File: src/rtl/irqPrioPkg.sv
package irqPrioPkg;
  localparam int NUM_SRC = 3;
  // control register bit positions (software decodes these)
  localparam int CTL_GATE = 7;
  localparam int CTL_CSEL = 6;
  localparam int CTL_TF   = 5;
  localparam int CTL_RUN  = 4;
  localparam int CTL_F0   = 3;
  localparam int CTL_T0   = 2;
  localparam int CTL_F1   = 1;
  localparam int CTL_T1   = 0;
  // enable register bit positions
  localparam int EN_GLOBAL = NUM_SRC;

  // per-source clear strobes from control to datapath, index = priority rank
  typedef struct packed {
    logic [NUM_SRC-1:0] clrFlag;
  } ackStrobe_t;
endpackage

File: src/rtl/irqFlagPath.sv
module irqFlagPath
  import irqPrioPkg::*;
#(
  parameter int SYNC_STAGES = 2,
  parameter int CTL_W = 8,
  parameter int EN_W = NUM_SRC + 1
) (
  input  logic             clk,
  input  logic             rst_n,
  input  logic             extPin0N,
  input  logic             extPin1N,
  input  logic             timerOvf,
  input  logic             ctlWrEn,
  input  logic [CTL_W-1:0] ctlWrData,
  input  logic             enWrEn,
  input  logic [EN_W-1:0]  enWrData,
  input  ackStrobe_t       strobes,
  output logic [CTL_W-1:0] ctlQ,
  output logic [EN_W-1:0]  enQ,
  output logic [NUM_SRC-1:0] srcFlags
);
  localparam int NUM_PIN = 2;

  logic [NUM_PIN-1:0] pinRaw;
  logic [NUM_PIN-1:0] pinSync;
  logic [NUM_PIN-1:0] pinPrev;
  logic [NUM_PIN-1:0] pinFall;

  assign pinRaw = {extPin1N, extPin0N};

  genvar g;
  generate
    for (g = 0; g < NUM_PIN; g++) begin : g_sync
      logic [SYNC_STAGES-1:0] chainQ;
      always_ff @(posedge clk) begin
        if (!rst_n) chainQ <= '1;
        else        chainQ <= {chainQ[SYNC_STAGES-2:0], pinRaw[g]};
      end
      assign pinSync[g] = chainQ[SYNC_STAGES-1];
    end
  endgenerate

  always_ff @(posedge clk) begin
    if (!rst_n) pinPrev <= '1;
    else        pinPrev <= pinSync;
  end

  assign pinFall = pinPrev & ~pinSync;

  logic [CTL_W-1:0] ctlNext;
  always_comb begin
    ctlNext = ctlQ;
    if (ctlWrEn) ctlNext = ctlWrData;
    // timer flag: acknowledge clears, a new overflow wins
    if (strobes.clrFlag[1]) ctlNext[CTL_TF] = 1'b0;
    if (timerOvf)           ctlNext[CTL_TF] = 1'b1;
    // pin 0
    if (ctlNext[CTL_T0]) begin
      if (strobes.clrFlag[0]) ctlNext[CTL_F0] = 1'b0;
      if (pinFall[0])         ctlNext[CTL_F0] = 1'b1;
    end else begin
      ctlNext[CTL_F0] = ~pinSync[0];
    end
    // pin 1
    if (ctlNext[CTL_T1]) begin
      if (strobes.clrFlag[2]) ctlNext[CTL_F1] = 1'b0;
      if (pinFall[1])         ctlNext[CTL_F1] = 1'b1;
    end else begin
      ctlNext[CTL_F1] = ~pinSync[1];
    end
  end

  always_ff @(posedge clk) begin
    if (!rst_n) begin
      ctlQ <= '0;
      enQ  <= '0;
    end else begin
      ctlQ <= ctlNext;
      if (enWrEn) enQ <= enWrData;
    end
  end

  assign srcFlags = {ctlQ[CTL_F1], ctlQ[CTL_TF], ctlQ[CTL_F0]};

  p_tf_set_r5: assert property (@(posedge clk) disable iff (!rst_n)
    timerOvf |=> ctlQ[CTL_TF]);

  p_ack_clears_tf_r8: assert property (@(posedge clk) disable iff (!rst_n)
    (strobes.clrFlag[1] && !timerOvf && !ctlWrEn) |=> !ctlQ[CTL_TF]);

  p_edge_flag_keep_r3: assert property (@(posedge clk) disable iff (!rst_n)
    (ctlQ[CTL_T0] && ctlQ[CTL_F0] && !ctlWrEn && !strobes.clrFlag[0]) |=> ctlQ[CTL_F0]);

  p_en_hold_r6: assert property (@(posedge clk) disable iff (!rst_n)
    !enWrEn |=> $stable(enQ));
endmodule

File: src/rtl/irqPrioCtrl_ctl.sv
module irqPrioCtrl_ctl
  import irqPrioPkg::*;
#(
  parameter int VEC_W = 10,
  parameter int VEC_BASE = 3,
  parameter int VEC_STRIDE = 8,
  parameter int EN_W = NUM_SRC + 1
) (
  input  logic               clk,
  input  logic               rst_n,
  input  logic [NUM_SRC-1:0] srcFlags,
  input  logic [EN_W-1:0]    enQ,
  input  logic               irqAck,
  input  logic               irqRet,
  output ackStrobe_t         strobes,
  output logic               irqReq,
  output logic [VEC_W-1:0]   irqVector,
  output logic               idleWake
);
  logic [NUM_SRC-1:0] activeSrc;
  logic [NUM_SRC-1:0] winOneHot;
  logic [VEC_W-1:0]   winVec;
  logic               inService;
  logic               grant;

  assign activeSrc = srcFlags & enQ[NUM_SRC-1:0] & {NUM_SRC{enQ[EN_GLOBAL]}};

  // rank 0 is highest priority
  always_comb begin
    winOneHot = '0;
    winVec    = '0;
    for (int i = NUM_SRC - 1; i >= 0; i--) begin
      if (activeSrc[i]) begin
        winOneHot = '0;
        winOneHot[i] = 1'b1;
        winVec = VEC_W'(VEC_BASE + i * VEC_STRIDE);
      end
    end
  end

  assign irqReq    = (|activeSrc) && !inService;
  assign irqVector = irqReq ? winVec : '0;
  assign idleWake  = |activeSrc;
  assign grant     = irqAck && irqReq;
  assign strobes.clrFlag = grant ? winOneHot : '0;

  always_ff @(posedge clk) begin
    if (!rst_n)      inService <= 1'b0;
    else if (grant)  inService <= 1'b1;
    else if (irqRet) inService <= 1'b0;
  end

  p_ack_enters_service_r9: assert property (@(posedge clk) disable iff (!rst_n)
    grant |=> !irqReq);

  p_stay_quiet_r9: assert property (@(posedge clk) disable iff (!rst_n)
    (!irqReq && !irqRet && $past(grant)) |=> !irqReq);

  p_vec_nonzero_r7: assert property (@(posedge clk) disable iff (!rst_n)
    irqReq |-> (irqVector != '0));

  p_one_clear_r8: assert property (@(posedge clk) disable iff (!rst_n)
    $onehot0(strobes.clrFlag));

  p_wake_global_r10: assert property (@(posedge clk) disable iff (!rst_n)
    idleWake |-> enQ[EN_GLOBAL]);
endmodule

File: src/rtl/irqPrioCtrl.sv
module irqPrioCtrl
  import irqPrioPkg::*;
#(
  parameter int SYNC_STAGES = 2,
  parameter int VEC_W = 10,
  parameter int VEC_BASE = 3,
  parameter int VEC_STRIDE = 8
) (
  input  logic             clk,
  input  logic             rst_n,
  input  logic             extPin0N,
  input  logic             extPin1N,
  input  logic             timerOvf,
  input  logic             ctlWrEn,
  input  logic [7:0]       ctlWrData,
  output logic [7:0]       ctlRdData,
  input  logic             enWrEn,
  input  logic [3:0]       enWrData,
  output logic [3:0]       enRdData,
  input  logic             irqAck,
  input  logic             irqRet,
  output logic             irqReq,
  output logic [VEC_W-1:0] irqVector,
  output logic             idleWake,
  output logic             tmrGate,
  output logic             tmrCntSel,
  output logic             tmrRun
);
  localparam int CTL_W = 8;
  localparam int EN_W = NUM_SRC + 1;

  ackStrobe_t         strobes;
  logic [CTL_W-1:0]   ctlQ;
  logic [EN_W-1:0]    enQ;
  logic [NUM_SRC-1:0] srcFlags;

  irqFlagPath #(.SYNC_STAGES(SYNC_STAGES), .CTL_W(CTL_W), .EN_W(EN_W)) path_i (
    .clk(clk), .rst_n(rst_n), .extPin0N(extPin0N), .extPin1N(extPin1N),
    .timerOvf(timerOvf), .ctlWrEn(ctlWrEn), .ctlWrData(ctlWrData),
    .enWrEn(enWrEn), .enWrData(enWrData), .strobes(strobes),
    .ctlQ(ctlQ), .enQ(enQ), .srcFlags(srcFlags)
  );

  irqPrioCtrl_ctl #(.VEC_W(VEC_W), .VEC_BASE(VEC_BASE), .VEC_STRIDE(VEC_STRIDE),
                    .EN_W(EN_W)) ctl_i (
    .clk(clk), .rst_n(rst_n), .srcFlags(srcFlags), .enQ(enQ),
    .irqAck(irqAck), .irqRet(irqRet), .strobes(strobes),
    .irqReq(irqReq), .irqVector(irqVector), .idleWake(idleWake)
  );

  assign ctlRdData = ctlQ;
  assign enRdData  = enQ;
  assign tmrGate   = ctlQ[CTL_GATE];
  assign tmrCntSel = ctlQ[CTL_CSEL];
  assign tmrRun    = ctlQ[CTL_RUN];
endmodule

File: config.mk
export PLATFORM = sky130hd
export DESIGN_NAME = irqPrioCtrl
export DESIGN_NICKNAME = d
export VERILOG_FILES = /design/src/rtl/irqPrioPkg.sv /design/src/rtl/irqFlagPath.sv /design/src/rtl/irqPrioCtrl_ctl.sv /design/src/rtl/irqPrioCtrl.sv
export SDC_FILE = /design/constraint.sdc
export NUM_CORES = 1
export LEC_CHECK = 0
export BUFFER_PORTS_ARGS = -buffer_cell sky130_fd_sc_hd__clkbuf_2
export CORE_MARGIN = 2
export CORE_UTILIZATION = 40
export CTS_BUF_LIST = sky130_fd_sc_hd__clkbuf_4
export DETAILED_ROUTE_END_ITERATION = 8
export PLACE_DENSITY = 0.72
export SLEW_MARGIN = 20
export SYNTH_ARGS = -nofsm -noshare
export SYNTH_HDL_FRONTEND = slang
export SYNTH_SLANG_ARGS = --single-unit
File: constraint.sdc
create_clock -name clk -period 1.1 [get_ports clk]
set_input_delay 0 -clock clk [delete_from_list [all_inputs] [get_ports clk]]
set_output_delay 0 -clock clk [all_outputs]
set_load 0.01 [all_outputs]
==> results.json <==
{
  "status": "finished with violations",
  "failed_checks": "negative setup slack",
  "num_vias": 831,
  "synth_top_cells_by_area": "dfxtp_1 (44%), mux2i_1 (12%), buf_4 (8.7%), nor2b_1 (6.6%), nand2b_1 (5.8%)",
  "critPathSlowestCell": "dfxtp_2",
  "globalplace.congestion": 0.821,
  "wl_per_cell_um": 11.7,
  "powerDensity_nw_per_um2": 1050,
  "post_synth_most_frequent_cells": "dfxtp_1 (19), buf_4 (10), mux2i_1 (10)",
  "clock_tree.htree_level_count": 1,
  "antenna_violating_nets_post_route": 0,
  "core_um2": 2000,
  "die_width_um": 50.4,
  "clock-root-buffer": "clkbuf_4",
  "design.final.nets": 175,
  "grt.overflow.total": 0,
  "power.leakage_uw": 0.000656,
  "worst_setup_path_start_kind": "flop",
  "share_of_post_route_cells_with_drive_strength_above_1": 0.451,
  "synth_top_area_share": 0.443,
  "area_growth_pct": 54.0,
  "grt_pass1_wl_mm": 3.41,
  "critPathTopFamily": "flip-flops",
  "area_of_the_die_um2": 2540,
  "viasPerCell": 4.62,
  "worst-endpoint-arrival_ps": 1460,
  "critical_path.startpoint": "path_i.enQ[0]",
  "achievable-frequency_mhz": 686,
  "detail_route.wirelength_mm": 2.11,
  "fin_worst_skew_ps": 5.50,
  "rsz_0062_raised_after_global_routing": "yes",
  "finalSetupViolCount": 8,
  "post_synth.cell_area_avg_um2": 9.45,
  "clock_tree_from_tritoncts": "yes",
  "worstHoldPathType": "primary input to flop",
  "final_hold_fails": 0,
  "fin_worst_hold_slack_ps": 18.9,
  "n_antenna_cell": 0,
  "maxSlewViolCount": 0,
  "synth.yosys.seq_area_share": 0.443,
  "crit_type": "flop to output port",
  "rows": 16,
  "worst_setup_hold_path_clk_slew_ps": 110,
  "yosysTopAreaCell": "dfxtp_1",
  "mappedNetlistArea_um2": 860,
  "r2r_cells": 5,
  "crit_path_max_fanout": 2,
  "worst_setup_path_endpoint": "idleWake",
  "power.clock.fraction": 0.251,
  "drc": 0,
  "yosysMostFrequentCell": "dfxtp_1",
  "swShare": 0.265,
  "max_cap_violations": 0,
  "synth-warning-count": 0,
  "period_needed_ps": 1460,
  "synth_enable_flop_cells": 0,
  "post_synth_num_cell_types": 29,
  "dominantRegCellSynth": "dfxtp_1",
  "antenna_found_initial": 0,
  "path_buf_inv": 2,
  "crit_chain": "a222oi_1 > buf_4 > and2b_2 > clkbuf_2",
  "critical_path_cell_count": 4,
  "detailedRoute.firstIterationViolations": 4,
  "critical_path.reg2reg.startpoint": "path_i.enQ[0]",
  "fillerInstances": 163,
  "floorplan.initialDensity": 0.429,
  "synthCells": 91,
  "final_critical_path_setup_slack_ps": -357,
  "totalPowerFinal_uw": 1390,
  "numCtsBuffers": 3,
  "vdd_drop_max_v": 0.000832,
  "clock_sinks": 19,
  "worst_skew_pair.late_latency_ps": 300,
  "die_height_um": 50.4,
  "combinationalPowerShare": 0.208,
  "detailedRoute.firstPassIterationCount": 4,
  "critical_path.max_stage_delay_ps": 340,
  "worstReg2RegEnd": "ctl_i.inService",
  "hpwl_mm": 1.41,
  "power_frac_seq": 0.541,
  "globalRouteTotalUtil": 0.178,
  "power_report.internal_total_uw": 1020,
  "ys_ff_latch": 19,
  "port_buffers": 41,
  "grt_start_max_net_pins": 20,
  "design.portCount": 48,
  "cts-root-to-sink-buffers": 2,
  "worst_setup_path_end_kind": "output port",
  "first_global_vias": 824,
  "async_flop_share": 0,
  "r2r_slack_ps": -120,
  "finalCritPeriodShare": 1.32,
  "netSwitchingPower_uw": 368,
  "timing.critical_path.required_ps": 1100
}
## how the worst min path moves through the flow
stage,slack [ps],startpoint,end,depth (start not counted)
finish,20,ctlWrData[0],path_i.ctlQ[0],3
global route,40,ctlWrData[0],path_i.ctlQ[0],3
CTS,6,ctlWrData[0],path_i.ctlQ[0],3
detailed placement,180,extPin0N,path_i.g_sync[0].chainQ[0],2
global placement,180,extPin0N,path_i.g_sync[0].chainQ[0],2
floorplan,70,rst_n,path_i.g_sync[0].chainQ[1],1
## power groups by stage
stage,clock [uW],combinational [uW],sequential (uW)
after floorplan,0,128,778
after global placement,0,227,764
after detailed placement,0,233,766
after CTS,366,277,749
after global routing,398,317,758
final,348,288,752
## worst reg2reg max path, stage by stage, from the launching register on
cell and delay, ps:
dfxtp_2 340, a222oi_1 320, buf_4 180, buf_4 110, o22ai_1 60, and2_1 140
## per-layer routing
metal,global-route usage,part of all wire
met5,0,0
met4,0.0405,0.0066
met3,0.0655,0.080
met2,0.322,0.50
met1,0.198,0.41
## metrics by stage
step	setup slack [ps]	setup TNS (ps)	cell area (um^2)	std cells	utilization
floorplan	-38.7	-95.0	887	96	-
finish	-357	-1700	1320	180	0.661
global route	-458	-2540	1320	180	0.661
detailed placement	-18.8	-18.8	1110	160	0.553
global placement	-21.6	-26.5	1110	160	0.553
CTS	-346	-1630	1290	180	0.643
## final cells by class
type / count / area (um^2) / area share
flip-flops and latches: 19 / 387 / 0.292
inverters: 3 / 11.3 / 0.00851
repair buffers: 66 / 429 / 0.324
clock buffers: 3 / 22.5 / 0.0170
clock inverters: 1 / 5.00 / 0.00378
well taps: 27 / 33.8 / 0.0255
multi-input cells: 61 / 435 / 0.329
## logic make-up (layout without fill, tap and decap cells)
logic type | count (synthesis) | count (layout) | synth area share
flip-flops | 19 | 19 | 0.442
AO/OA/AOI/OAI | 13 | 13 | 0.108
buffers and inverters | 16 | 73 | 0.115
AND/OR/NAND/NOR | 32 | 32 | 0.214
other | 1 | 6 | 0.00436
multiplexers | 10 | 10 | 0.116
## sequential cells by signal, indices dropped and copies added (netlist names)
name	cells
path_i.g_sync.chainQ	4
ctl_i.inService	1
path_i.ctlQ	8
path_i.enQ	4
path_i.pinPrev	2
## what timing repair did
action,CTS,global route
endpoints found under the hold margin,12,0
buffers inserted,4,1
setup endpoints to repair,8,10
hold buffers,12,0
resized for setup,1,10
pin swaps,4,5
## placed cells by master (no fill, tap or decap), types with 2 or more instances in the layout
cell	netlist	routed
dfxtp_2	0	5
conb_1	1	6
mux2i_1	10	10
dfxtp_1	19	14
nand2b_1	8	7
nor2b_1	9	9
inv_1	3	3
nand2_1	3	2
clkbuf_2	0	39
dlygate4sd3_1	0	12
o22ai_1	2	2
buf_4	10	13
clkbuf_4	0	3
nor2_1	5	5
Note: power is estimated with default switching activity, not from simulation.
